<file path="src/rtl/sdram_gate_pkg.sv">
package sdram_gate_pkg;

    localparam int CFG_W    = 16;
    localparam int CMD_W    = 3;
    localparam int GAP_W    = 4;
    localparam int NUM_GAPS = 5;
    localparam int NUM_CMDS = 1 << CMD_W;

    // Gap classes, one timer each
    localparam int G_ARW = 0;   // activate -> column access
    localparam int G_RWP = 1;   // column access -> precharge
    localparam int G_PRE = 2;   // precharge -> anything
    localparam int G_RR  = 3;   // refresh -> refresh
    localparam int G_RO  = 4;   // refresh -> other

    localparam int REF_OTHER_CYC = 15;

    localparam logic [CFG_W-1:0] CFG_RESET = 16'h0130;
    localparam logic [CFG_W-1:0] LIVE_MASK = 16'h07FF;

    typedef enum logic [CMD_W-1:0] {
        CMD_NOP = 3'd0,
        CMD_ACT = 3'd1,
        CMD_RD  = 3'd2,
        CMD_WR  = 3'd3,
        CMD_PRE = 3'd4,
        CMD_REF = 3'd5
    } sd_cmd_e;

    typedef struct packed {
        logic [4:0] rsvd;
        logic [1:0] rr_code;
        logic [1:0] pre_code;
        logic [1:0] rwp_code;
        logic [1:0] arw_code;
        logic       cas3;
        logic [1:0] col_code;
    } cfg_t;

    // Per gap class: which command codes start it, which it holds off (bit = code)
    localparam logic [NUM_GAPS-1:0][NUM_CMDS-1:0] START_M =
        {8'h20, 8'h20, 8'h10, 8'h0C, 8'h02};
    localparam logic [NUM_GAPS-1:0][NUM_CMDS-1:0] BLOCK_M =
        {8'h1E, 8'h20, 8'h3E, 8'h10, 8'h0C};

    function automatic logic [GAP_W-1:0] arw_cycles(input logic [1:0] code);
        case (code)
            2'b10:   return GAP_W'(2);
            2'b11:   return GAP_W'(3);
            default: return GAP_W'(4);   // 00, and reserved 01 falls back to the longest
        endcase
    endfunction

    function automatic logic [GAP_W-1:0] std_cycles(input logic [1:0] code);
        return (code == 2'b00) ? GAP_W'(4) : GAP_W'(code);
    endfunction

    function automatic logic [GAP_W-1:0] rr_cycles(input logic [1:0] code);
        case (code)
            2'b10:   return GAP_W'(3);
            2'b11:   return GAP_W'(7);
            default: return GAP_W'(15);  // 00, and reserved 01 falls back to the longest
        endcase
    endfunction

    function automatic logic [3:0] col_width(input logic [1:0] code);
        case (code)
            2'b00:   return 4'd8;
            2'b01:   return 4'd9;
            default: return 4'd10;
        endcase
    endfunction

    function automatic logic [GAP_W-1:0] gap_of(input int g, input cfg_t c);
        case (g)
            G_ARW:   return arw_cycles(c.arw_code);
            G_RWP:   return std_cycles(c.rwp_code);
            G_PRE:   return std_cycles(c.pre_code);
            G_RR:    return rr_cycles(c.rr_code);
            default: return GAP_W'(REF_OTHER_CYC);
        endcase
    endfunction

    function automatic logic is_mem_cmd(input logic [CMD_W-1:0] c);
        return (c >= CMD_ACT) && (c <= CMD_REF);
    endfunction

endpackage

</file>
<file path="src/rtl/sdram_gate_cfg.sv">
module sdram_gate_cfg
    import sdram_gate_pkg::*;
(
    input  logic             clk,
    input  logic             rst,
    input  logic             we,
    input  logic [CFG_W-1:0] wdata,
    output cfg_t             cfg,
    output logic [CFG_W-1:0] rdata
);

    cfg_t cfg_q;

    always_ff @(posedge clk) begin
        if (rst)     cfg_q <= cfg_t'(CFG_RESET);
        else if (we) cfg_q <= cfg_t'(wdata & LIVE_MASK);
    end

    assign cfg   = cfg_q;
    assign rdata = cfg_q;

    assert_write_readback_R1: assert property (@(posedge clk) disable iff (rst)
        we |=> (rdata == ($past(wdata) & LIVE_MASK)));

endmodule

</file>
<file path="src/rtl/sdram_gate_timer.sv">
module sdram_gate_timer #(
    parameter int W = 4
) (
    input  logic         clk,
    input  logic         rst,
    input  logic         load,
    input  logic [W-1:0] load_val,
    output logic         busy
);

    logic [W-1:0] count_q;

    always_ff @(posedge clk) begin
        if (rst)                 count_q <= '0;
        else if (load)           count_q <= load_val;
        else if (count_q != '0)  count_q <= count_q - 1'b1;
    end

    assign busy = (count_q != '0);

    assert_count_down_R9: assert property (@(posedge clk) disable iff (rst)
        (!load && busy) |=> (count_q == $past(count_q) - 1'b1));

endmodule

</file>
<file path="src/rtl/sdram_gate_rdv.sv">
module sdram_gate_rdv #(
    parameter int MAX_LAT = 3,
    localparam int LW = $clog2(MAX_LAT + 1)
) (
    input  logic          clk,
    input  logic          rst,
    input  logic          rd_issue,
    input  logic [LW-1:0] lat,
    output logic          rd_valid
);

    logic [MAX_LAT:0] pipe_q;

    always_ff @(posedge clk) begin
        if (rst) pipe_q <= '0;
        else     pipe_q <= {pipe_q[MAX_LAT-1:0], rd_issue};
    end

    assign rd_valid = pipe_q[lat];

endmodule

</file>
<file path="src/rtl/sdram_cmd_gate.sv">
module sdram_cmd_gate
    import sdram_gate_pkg::*;
#(
    parameter int SINCE_W = 5
) (
    input  logic             clk,
    input  logic             rst,
    input  logic             cfg_we,
    input  logic [CFG_W-1:0] cfg_wdata,
    output logic [CFG_W-1:0] cfg_rdata,
    input  logic             req_valid,
    input  logic [CMD_W-1:0] req_cmd,
    output logic             req_grant,
    output logic [CMD_W-1:0] sd_cmd,
    output logic             rd_valid,
    output logic [3:0]       col_bits
);

    localparam logic [SINCE_W-1:0] SINCE_MAX = '1;

    cfg_t cfg;

    sdram_gate_cfg u_cfg (
        .clk   (clk),
        .rst   (rst),
        .we    (cfg_we),
        .wdata (cfg_wdata),
        .cfg   (cfg),
        .rdata (cfg_rdata)
    );

    logic [NUM_GAPS-1:0][GAP_W-1:0] gap_val;
    logic [NUM_GAPS-1:0]            busy;
    logic [NUM_GAPS-1:0]            load;
    logic [NUM_GAPS-1:0]            hit;
    logic [CMD_W-1:0]               sd_cmd_q;

    for (genvar g = 0; g < NUM_GAPS; g++) begin : gen_gap
        assign gap_val[g] = gap_of(g, cfg);
        assign load[g]    = req_grant && START_M[g][req_cmd];
        assign hit[g]     = busy[g] && BLOCK_M[g][req_cmd];

        sdram_gate_timer #(.W(GAP_W)) u_tmr (
            .clk      (clk),
            .rst      (rst),
            .load     (load[g]),
            .load_val (gap_val[g] - GAP_W'(1)),
            .busy     (busy[g])
        );

        // Independent observer: cycles since the starting command left on the pins
        logic [SINCE_W-1:0] since_q;
        logic [GAP_W-1:0]   pend_q;
        logic [GAP_W-1:0]   need_q;

        always_ff @(posedge clk) begin
            if (rst) begin
                since_q <= SINCE_MAX;
                pend_q  <= GAP_W'(REF_OTHER_CYC);
                need_q  <= GAP_W'(REF_OTHER_CYC);
            end else begin
                if (load[g]) pend_q <= gap_val[g];
                if (START_M[g][sd_cmd_q]) begin
                    since_q <= SINCE_W'(1);
                    need_q  <= pend_q;
                end else if (since_q != SINCE_MAX) begin
                    since_q <= since_q + 1'b1;
                end
            end
        end

        assert_min_gap_R4_R5_R6_R7_R8: assert property (@(posedge clk) disable iff (rst)
            BLOCK_M[g][sd_cmd_q] |-> (since_q >= SINCE_W'(need_q)));
    end

    assign req_grant = req_valid && !(|hit);

    always_ff @(posedge clk) begin
        if (rst)                                   sd_cmd_q <= CMD_NOP;
        else if (req_grant && is_mem_cmd(req_cmd)) sd_cmd_q <= req_cmd;
        else                                       sd_cmd_q <= CMD_NOP;
    end

    assign sd_cmd = sd_cmd_q;

    sdram_gate_rdv #(.MAX_LAT(3)) u_rdv (
        .clk      (clk),
        .rst      (rst),
        .rd_issue (req_grant && (req_cmd == CMD_RD)),
        .lat      (cfg.cas3 ? 2'd3 : 2'd2),
        .rd_valid (rd_valid)
    );

    assign col_bits = col_width(cfg.col_code);

    assert_rdv_cl2_R3: assert property (@(posedge clk) disable iff (rst)
        (rd_valid && !cfg.cas3) |-> ($past(sd_cmd_q, 2) == CMD_RD));

    assert_rdv_cl3_R3: assert property (@(posedge clk) disable iff (rst)
        (rd_valid && cfg.cas3) |-> ($past(sd_cmd_q, 3) == CMD_RD));

    assert_filler_nop_R10: assert property (@(posedge clk) disable iff (rst)
        (req_grant && !is_mem_cmd(req_cmd)) |=> (sd_cmd_q == CMD_NOP));

endmodule

</file>
<file path="config.mk">
export PLATFORM = sky130hd
export DESIGN_NAME = sdram_cmd_gate
export DESIGN_NICKNAME = d
export VERILOG_FILES = /design/src/rtl/sdram_gate_pkg.sv /design/src/rtl/sdram_gate_cfg.sv /design/src/rtl/sdram_gate_timer.sv /design/src/rtl/sdram_gate_rdv.sv /design/src/rtl/sdram_cmd_gate.sv
export SDC_FILE = /design/constraint.sdc
export NUM_CORES = 1
export LEC_CHECK = 0
export ABC_AREA = 0
export BUFFER_PORTS_ARGS = -buffer_cell sky130_fd_sc_hd__buf_2
export CAP_MARGIN = 20
export CORE_ASPECT_RATIO = 1.5
export CORE_MARGIN = 2
export CORE_UTILIZATION = 45
export DETAILED_ROUTE_END_ITERATION = 6
export HOLD_SLACK_MARGIN = 0.06
export PLACE_DENSITY = 0.7
export SETUP_SLACK_MARGIN = 0.5
export SLEW_MARGIN = 30
export SYNTH_ARGS = -nofsm -noshare
export SYNTH_HDL_FRONTEND = slang
export SYNTH_SLANG_ARGS = --single-unit
</file>
<file path="constraint.sdc">
create_clock -name clk -period 3 [get_ports clk]
set_input_delay 0.15 -clock clk [delete_from_list [all_inputs] [get_ports clk]]
set_output_delay 0.15 -clock clk [all_outputs]
set_load 0.005 [all_outputs]
</file>
**After elaboration in Yosys (flattened, before gate mapping)**

Memories as Yosys holds them, arrays and structs flattened.
Cells that the tools add are included.

- $add $sub $neg: 9
- Order comparisons: 4
- Equality and inequality tests: 6
- Muxes and demuxes: 24
- Bitwise gates (word level): 1
- Reductions and logical operators: 30

Operators with widths:

| operator | number |
|---|---|
| $mux W4 | 10 |
| $sub A4 B1 Y4 const B | 7 |
| $reduce_bool A4 Y1 | 5 |
| $logic_and A1 B1 Y1 | 13 |
| $reduce_bool A2 Y1 | 5 |
| $eq A2 B2 Y1 const B | 4 |
| $mux W1 | 8 |
| $pmux W4 S2 | 1 |
| $sub A3 B1 Y4 const B | 2 |
| $logic_not A2 Y1 | 3 |
| $mux W3 | 2 |
| $pmux W3 S2 | 1 |
| $reduce_or A5 Y1 | 1 |
| $lt A3 B4 Y1 const B | 1 |
| $pmux W2 S2 | 1 |
| $reduce_or A2 Y1 | 2 |
| $eq A3 B2 Y1 const B | 1 |
| $ge A3 B1 Y1 const B | 1 |
| $le A3 B3 Y1 const B | 1 |
| $lt A2 B3 Y1 const B | 1 |
| $bmux W1 S2 | 1 |
| $eq A2 B1 Y1 const B | 1 |
| $logic_not A1 Y1 | 1 |
| $not A1 Y1 | 1 |

- Flip-flop bits (word level): 38
- Bits in read-only memories: 48
- Bits of input ports: 23
- Word-level logic and storage cells: 94
- Memories kept: 6

Memories:

| name | words | width | rd ports | clocked after Yosys merged registers in | wr ports | line | RTL |
|---|---|---|---|---|---|---|---|
| (name not given) | 8 | 1 | 1 | 0 | 0 | sdram_cmd_gate.sv:41 | `assign hit[g] = busy[g] && BLOCK_M[g][req_cmd];` |
| (name not given) | 8 | 1 | 1 | 0 | 0 | sdram_cmd_gate.sv:40 | `assign load[g] = req_grant && START_M[g][req_cmd];` |
| (name not given) | 8 | 1 | 1 | 0 | 0 | sdram_cmd_gate.sv:41 |  |
| (name not given) | 8 | 1 | 1 | 0 | 0 | sdram_cmd_gate.sv:40 |  |
| (name not given) | 8 | 1 | 1 | 0 | 0 | sdram_cmd_gate.sv:40 |  |
| (name not given) | 8 | 1 | 1 | 0 | 0 | sdram_cmd_gate.sv:40 |  |

**Longest topological paths before layout**

Gate-level depths: netlist (run 1).

- Depth after elaboration: 9
- Mapped depth: 11
- Gate-level depth less buffers: 10

**Hierarchy**

Synthesis (run 1) repeated with hierarchy kept, for this count alone.

- Cell total of the unflattened synthesis: 245
- Area total of the unflattened synthesis: 2,179.6 um^2

By module, submodules not included:

| module | times used | cells an instance | area each (um^2) | sequential area each (um^2) |
|---|---|---|---|---|
| sdram_gate_timer | 5 | 26 | 230.2 | 80.1 |
| sdram_gate_cfg | 1 | 57 | 555.5 | 220.2 |
| sdram_cmd_gate | 1 | 49 | 345.3 | 60.1 |
| sdram_gate_rdv | 1 | 9 | 127.6 | 80.1 |

**Worst setup path before layout (run 1)**

Ideal clock, no wire load.

- Kind: register -> register
- Start: register gen_gap[0].u_tmr.count_q[0]
- End: register gen_gap[2].u_tmr.count_q[2]
- Arrival time: 2,466 ps
- Data required time: 2,926 ps
- Path slack: 460 ps
- Stages on the path, launching flop included: 8
- Path buffers: 0
- Cell sequence: dfxtp_1 -> nor4_1 -> a21oi_2 -> nor4_4 -> mux2i_1 -> ha_1 -> or4b_1 -> a31oi_1

- Longest elaborated chain between the ends: 7
- Elaborated cells between the ends (all ways): 8

RTL lines:

| what | line | RTL |
|---|---|---|
| start: declaration | sdram_gate_timer.sv:11 | `logic [W-1:0] count_q;` |
| start signal: assignment | sdram_gate_timer.sv:15 | `else if (load) count_q <= load_val;` |
| start signal: assignment | sdram_gate_timer.sv:16 | `else if (count_q != '0) count_q <= count_q - 1'b1;` |
| $reduce_bool A4 Y1 (*) | sdram_gate_timer.sv:19 | `assign busy = (count_q != '0);` |
| $logic_and A1 B1 Y1 (*) | sdram_cmd_gate.sv:41 |  |
| $reduce_or A5 Y1 (*) | sdram_cmd_gate.sv:76 | `assign req_grant = req_valid && !(\|hit);` |
| $logic_not A1 Y1 (*) | sdram_cmd_gate.sv:76 |  |
| $logic_and A1 B1 Y1 (*) | sdram_cmd_gate.sv:76 |  |
| $logic_and A1 B1 Y1 (*) | sdram_cmd_gate.sv:40 |  |
| $mux W4 / $reduce_bool A2 Y1 (equally long branches) | -- |  |
| end signal: assignment | sdram_gate_timer.sv:15 |  |
| end signal: assignment | sdram_gate_timer.sv:16 |  |
| end: declaration | sdram_gate_timer.sv:11 |  |

Mark *: on every way between the ends. The rest lies on a longest branch, timed or not.
A chain may end at the register's enable or synchronous reset.

**Worst setup path in the final report (run 1)**

- Start: register gen_gap[4].u_tmr.count_q[0]
- End: register gen_gap[1].u_tmr.count_q[2]

- Longest elaborated chain between the ends: 7
- Elaborated cells between the ends (all ways): 8

RTL lines:

| what | line |
|---|---|
| start: declaration | sdram_gate_timer.sv:11 |
| start signal: assignment | sdram_gate_timer.sv:15 |
| start signal: assignment | sdram_gate_timer.sv:16 |
| $reduce_bool A4 Y1 (*) | sdram_gate_timer.sv:19 |
| $logic_and A1 B1 Y1 (*) | sdram_cmd_gate.sv:41 |
| $reduce_or A5 Y1 (*) | sdram_cmd_gate.sv:76 |
| $logic_not A1 Y1 (*) | sdram_cmd_gate.sv:76 |
| $logic_and A1 B1 Y1 (*) | sdram_cmd_gate.sv:76 |
| $logic_and A1 B1 Y1 (*) | sdram_cmd_gate.sv:40 |
| $mux W4 / $reduce_bool A2 Y1 (equally long branches) | -- |
| end signal: assignment | sdram_gate_timer.sv:15 |
| end signal: assignment | sdram_gate_timer.sv:16 |
| end: declaration | sdram_gate_timer.sv:11 |

Marked as above.

==> impl_metrics.py, run 1 <==
metrics = {
    "outcome": {
        "run_status": "complete, no violations",
    },
    "sta": {
        "max_slew_margin_pct": 54.68,
        "worstMarginPinSlew_ps": 679.8,
        "finalCritPeriodShare_pct": 82.48,
        "setup_viol": 0,
        "rsz0062_at_grt": "true",
        "fmax_mhz": 404.1,
        "fin_crit_ps": 2474,
        "final-hold-violation-count": 0,
        "fin_ws_ps": 525.6,
        "slew_violations": 0,
        "tns_ps": 0,
        "clock_skew_ps": 12.29,
    },
    "grt": {
        "gr-usage-met3_pct": 4.050,
        "grt_max_degree": 37,
        "grt_pass1_vias": 1402,
        "grt_remaining_overflow": 0,
        "busiest_layer": "met2",
        "track_usage_pct": 16.88,
        "grt_antenna_before_repair": 0,
        "grt_pass1_wl_mm": 6.065,
        "use_met1_pct": 17.82,
        "met2_usage_pct": 31.29,
    },
    "final_layout": {
        "nFillCells": 350,
        "fin_nets": 264,
        "final_cells": 282,
        "final_common_cell": "buf_2",
        "utilization_pct": 58.07,
        "layout_common_cells": "35 x buf_2, 34 x dfxtp_1, 20 x nor2_1",
        "final_layout_size_suffix_gt1_share_pct": 34.60,
        "syn_to_final_growth_pct": 23.79,
        "antenna_cells": 0,
    },
    "placed_design": {
        "io_buffers": 35,
        "gp_congestion": 0.8138,
        "post-place-ws_ps": 288.5,
        "dp_hpwl_mm": 2.568,
        "placedCellCount": 262,
    },
    "drt": {
        "antenna_left": 0,
        "drtIter0Drc": 35,
        "wirelength_mm": 3.837,
        "wl_per_cell_um": 13.61,
        "vias": 1566,
        "drc": 0,
        "via_per_inst": 5.553,
        "first_pass_iters": 4,
    },
    "power_and_ir_drop": {
        "cellLeakagePower_nw": 0.9602,
        "pwr_density_cell_mw_per_mm2": 843.7,
        "power.total_mw": 1.922,
        "max-vdd-ir-drop_mv": 0.5731,
    },
    "clocking": {
        "cts.sinks": 38,
        "cts.path.max_buffers": 2,
        "cts_hold_buffers": 0,
        "cts_tree": "done",
        "numCtsBuffers": 5,
        "htree_levels": 2,
        "clkLatencyLatePin_ps": 290,
        "clkTransAtPathRegs_ps": 70,
        "root_buffer": "clkbuf_8",
    },
    "hold_path": {
        "min_path_type": "in2reg",
        "hold_end": "u_cfg.cfg[5]",
        "hp-start": "cfg_wdata[5]",
        "hold_depth": 2,
    },
    "logic_synthesis": {
        "synth_cell_types": 52,
        "synth_area_per_cell_um2": 9.790,
        "ys_seq_area_share_pct": 41.33,
        "synth-main-ff-cell": "dfxtp_1",
        "synth_edf_count": 0,
        "yosys_warnings": 0,
        "ys_ff_latch": 38,
        "synthCells": 188,
        "synthArstFlopShare_pct": 0,
        "syn_area_mm2": 0.001841,
    },
    "floorplanning": {
        "fp.dieH_um": 82.33,
        "die_w_um": 56.22,
        "die_area_mm2": 0.004628,
        "rows": 28,
        "start_util_pct": 46.91,
        "core_area_mm2": 0.003924,
        "ioPinCount": 48,
    },
    "worst_setup_path": {
        "regToRegEndpoint": "gen_gap[1].u_tmr.count_q[2]",
        "crit_top_cell": "buf_4",
        "required_ps": 3200,
        "r2r_start": "gen_gap[4].u_tmr.count_q[0]",
        "crit_slowest_cell": "nor4_4",
        "r2r_cells": 10,
        "worstSetupStartpointType": "flop",
        "crit_chain": "nor4_4 > buf_4 > buf_4 > o2111ai_2 > nor3b_4 > mux2i_1 > ha_2 > inv_1 > a2111o_1 > o31ai_2",
        "path_class": "reg2reg",
        "r2r_slack_ps": 530,
        "cp_max_fo": 7,
        "slowest_delay_ps": 370,
        "arrival_ps": 2670,
        "cp-end-kind": "flop",
    },
    "flow_run": {
        "cap_violations": 0,
    },
}
-- sequential cells by signal (all words and copies together), names as in the netlist --
signal / flops
u_rdv.pipe_q: 4
u_cfg.cfg: 11
sd_cmd: 3
gen_gap.u_tmr.count_q: 20
-- final cells by class --
type | instances | area, um^2 | area share, %
repair buffers | 50 | 287.8 | 12.63
inverters | 2 | 7.507 | 0.3295
clock inverters | 3 | 40.04 | 1.757
well taps | 45 | 56.30 | 2.471
clock buffers | 5 | 68.82 | 3.020
multi-input cells | 139 | 1052 | 46.18
flip-flops and latches | 38 | 765.7 | 33.61
-- repair_timing --
item / in CTS / in global routing
gates cloned: 0 / 0
endpoints found under the setup margin: 2 / 3
pin swaps: 2 / 7
buffers inserted: 5 / 7
gates resized for setup: 1 / 9
-- routing by layer --
metal / vias up / share of wire [%]
li1: 784 / -
met1: 741 / 41
met2: 33 / 52
met3: 8 / 4.4
met4: 0 / 2.3
met5: - / 0
-- how the worst max path moves through the flow --
stage                                startpoint                     endpoint  slack, ps  depth (start not counted)
finish              gen_gap[4].u_tmr.count_q[0]  gen_gap[1].u_tmr.count_q[2]        530                         10
global route        gen_gap[2].u_tmr.count_q[2]  gen_gap[0].u_tmr.count_q[2]        380                         10
CTS                 gen_gap[4].u_tmr.count_q[1]  gen_gap[2].u_tmr.count_q[2]        490                          7
detailed placement  gen_gap[2].u_tmr.count_q[0]  gen_gap[2].u_tmr.count_q[2]        290                          7
global placement    gen_gap[2].u_tmr.count_q[0]  gen_gap[2].u_tmr.count_q[2]        330                          7
floorplan           gen_gap[2].u_tmr.count_q[0]  gen_gap[2].u_tmr.count_q[2]        510                          7
-- cell families after synthesis --
group,after synthesis,synth area share [%]
flops,38,41.33
fa+ha+maj,5,3.399
xor+xnor,1,0.4760
simple gates,74,25.63
buf+inv,16,4.758
other cells,2,0.4080
compound gates,37,15.77
mux,15,8.225
-- worst max-delay path: cells and delay by family (launching register included) --
family | cells | cell delay [ps]
AND/OR/NAND/NOR | 2 | 700
AO/OA/AOI/OAI | 3 | 530
flip-flops | 1 | 360
buffers and inverters | 3 | 330
multiplexers | 1 | 240
adder cells (fa/ha/maj) | 1 | 210
-- cell usage after synthesis (all sizes together) (2+ instances only) --
cell / instances / area [um^2]
nor4b: 3 / 26.28
buf: 9 / 61.30
nand2b: 6 / 37.54
nor3: 10 / 50.05
nor2b: 8 / 50.05
nor2: 20 / 75.07
ha: 5 / 62.56
o41ai: 2 / 25.03
or3: 5 / 35.03
mux2i: 14 / 140.1
nand2: 3 / 11.26
o31ai: 3 / 27.52
a211oi: 4 / 30.03
dfxtp: 38 / 760.7
a31oi: 2 / 12.51
a211o: 3 / 26.28
nand3: 2 / 10.01
a21oi: 8 / 43.79
o21a: 2 / 15.01
conb: 2 / 7.510
inv: 2 / 7.510
or4b: 2 / 20.02
o21ai: 3 / 15.01
o2111ai: 2 / 23.77
clkbuf: 5 / 18.77
nor4: 9 / 98.84
-- per-stage QoR --
stage / hold slack, ps / cell area [um^2]
finish: 66.84 / 2278
global route: 75.04 / 2278
CTS: 63.23 / 2195
detailed placement: 362.3 / 2039
global placement: 359.1 / 2039
floorplan: 243.7 / 1866
-- report_power, final --
group | internal (mW) | switching, mW | total [mW]
Clock | 0.245 | 0.177 | 0.421
Sequential | 0.595 | 0.109 | 0.704
Combinational | 0.440 | 0.358 | 0.797
Note: power is estimated with default switching activity, not from simulation.
==> run 2: changes to the inputs <==
Clock period 3 ns to 2.4 ns, I/O delays scaled along.
==> impl_metrics.py, run 2 (synthesized netlist as in run 1, its figures left out) <==
metrics = {
    "worst_setup_path": {
        "crit_chain": "nor4_4 > nor3_1 > nor4_4 > mux2i_1 > ha_1 > or4b_1 > a31oi_1",
        "regToRegEndpoint": "gen_gap[2].u_tmr.count_q[2]",
        "crit_top_cell": "nor4_4",
        "cp_max_fo": 5,
        "path_class": "reg2reg",
        "crit_slowest_cell": "or4b_1",
        "r2r_cells": 7,
        "arrival_ps": 2590,
        "required_ps": 2610,
        "endpoint": "gen_gap[2].u_tmr.count_q[2]",
        "setup.worst_path.start": "gen_gap[2].u_tmr.count_q[0]",
        "crit_buf_inv": 0,
        "worstSetupStartpointType": "flop",
        "critical_path_depth": 7,
        "r2r_start": "gen_gap[2].u_tmr.count_q[0]",
        "slowest_delay_ps": 430,
        "r2r_slack_ps": 20,
        "cp_top_family": "simple AND/OR/NAND/NOR gates",
        "cp-end-kind": "flop",
    },
    "sta": {
        "max_slew_margin_pct": 53.29,
        "fin_crit_ps": 2379,
        "slew_violations": 0,
        "tns_ps": 0,
        "final-hold-violation-count": 0,
        "fin_ws_ps": 21.23,
        "clock_skew_ps": 4.977,
        "setup_viol": 0,
        "rsz0062_at_grt": "true",
        "finalCritPeriodShare_pct": 99.12,
        "whs_ps": 65.48,
        "worstMarginPinSlew_ps": 700.7,
        "fmax_mhz": 420.4,
    },
    "grt": {
        "grt_pass1_vias": 1614,
        "grt_remaining_overflow": 0,
        "grt_antenna_before_repair": 0,
        "grt_pass1_wl_mm": 6.789,
        "track_usage_pct": 18.59,
        "grt_max_degree": 37,
    },
    "floorplanning": {
        "die_w_um": 56.22,
        "core_area_mm2": 0.003924,
        "start_util_pct": 46.91,
        "die_area_mm2": 0.004628,
        "fp.dieH_um": 82.33,
        "rows": 28,
        "ioPinCount": 48,
    },
    "clocking": {
        "cts_tree": "done",
        "clkTransAtPathRegs_ps": 70,
        "clkLatencyLatePin_ps": 280,
        "htree_levels": 2,
        "cts.path.max_buffers": 2,
        "numCtsBuffers": 5,
        "root_buffer": "clkbuf_8",
        "cts.sinks": 38,
    },
    "placed_design": {
        "dp_hpwl_mm": 2.883,
        "gp_congestion": 0.8022,
        "io_buffers": 35,
        "placedCellCount": 282,
        "post-place-ws_ps": -102.3,
        "place_area_mm2": 0.002207,
    },
    "final_layout": {
        "fin_nets": 284,
        "utilization_pct": 64.09,
        "layout_common_cells": "35 x dfxtp_1, 35 x buf_2, 28 x buf_4",
        "top_register": "gen_gap.u_tmr.count_q",
        "syn_to_final_growth_pct": 36.64,
        "fin_area_mm2": 0.002515,
        "final_layout_size_suffix_gt1_share_pct": 41.57,
        "largest_reg_flops": 20,
        "final_cells": 300,
        "antenna_cells": 0,
    },
    "flow_run": {
        "cap_violations": 0,
    },
    "drt": {
        "antenna_left": 0,
        "drtIter0Drc": 49,
        "drc": 0,
        "first_pass_iters": 4,
        "wl_per_cell_um": 14.12,
        "via_per_inst": 5.580,
        "vias": 1674,
        "wirelength_mm": 4.237,
    },
    "power_and_ir_drop": {
        "pwr_density_cell_mw_per_mm2": 1013,
        "power.total_mw": 2.548,
        "max-vdd-ir-drop_mv": 0.6031,
        "cellLeakagePower_nw": 1.064,
    },
    "outcome": {
        "run_status": "complete, no violations",
    },
    "hold_path": {
        "hp-start": "cfg_wdata[0]",
        "min_path_type": "in2reg",
    },
}
==> run 2: changes by cell type in the layout (fill, tap and decap cells not counted), sizes merged <==
| cell | delta |
|---|---|
| clkinv | -2 |
| buf | +17 |
| dlygate4sd3 | +3 |
| bufinv | -1 |
| clkbuf | +1 |
==> run 2: worst min path at each step <==
stage,to,slack (ps),cells after the start
after floorplan,sd_cmd[0],210,1
after global placement,u_cfg.cfg[8],330,2
after detailed placement,u_cfg.cfg[4],330,2
after CTS,u_cfg.cfg[0],70,3
after global routing,u_cfg.cfg[9],90,3
final,u_cfg.cfg[0],70,3
==> run 2: cell type report <==
cell class,instances,area [um^2]
Inverter,2,7.507
Multi-Input combinational cell,139,1144
Clock buffer,6,82.58
Sequential cell,38,764.5
Fill cell,325,1409
Timing Repair Buffer,70,460.4
Tap cell,45,56.30
==> run 2: timing repair <==
item / 4_1_cts / 5_1_grt
setup buffers: 8 / 1
resized for setup: 22 / 5
endpoints found under the setup margin: 13 / 15
gates cloned: 0 / 0
hold buffers: 3 / 0
pin swaps: 9 / 0
hold endpoints to repair: 3 / 0
==> run 2: routing by layer <==
metal	vias to the layer above	share of wire, %	global-route usage (%)
met5	-	0	0
met4	0	2.9	9.524
met3	12	5.5	4.829
met2	51	52	33.88
met1	789	40	19.75
li1	822	-	-
==> run 2: power breakdown <==
part	internal (mW)	switching, mW
logic	0.707	0.553
clock network	0.221	0.199
registers	0.743	0.125
total	1.67	0.877
==> run 2: worst register-to-register path: stages (launching register included) <==
cell and delay [ps]:
dfxtp_2 340, nor4_4 400, nor3_1 160, nor4_4 390
mux2i_1 230, ha_1 200, or4b_1 430, a31oi_1 160
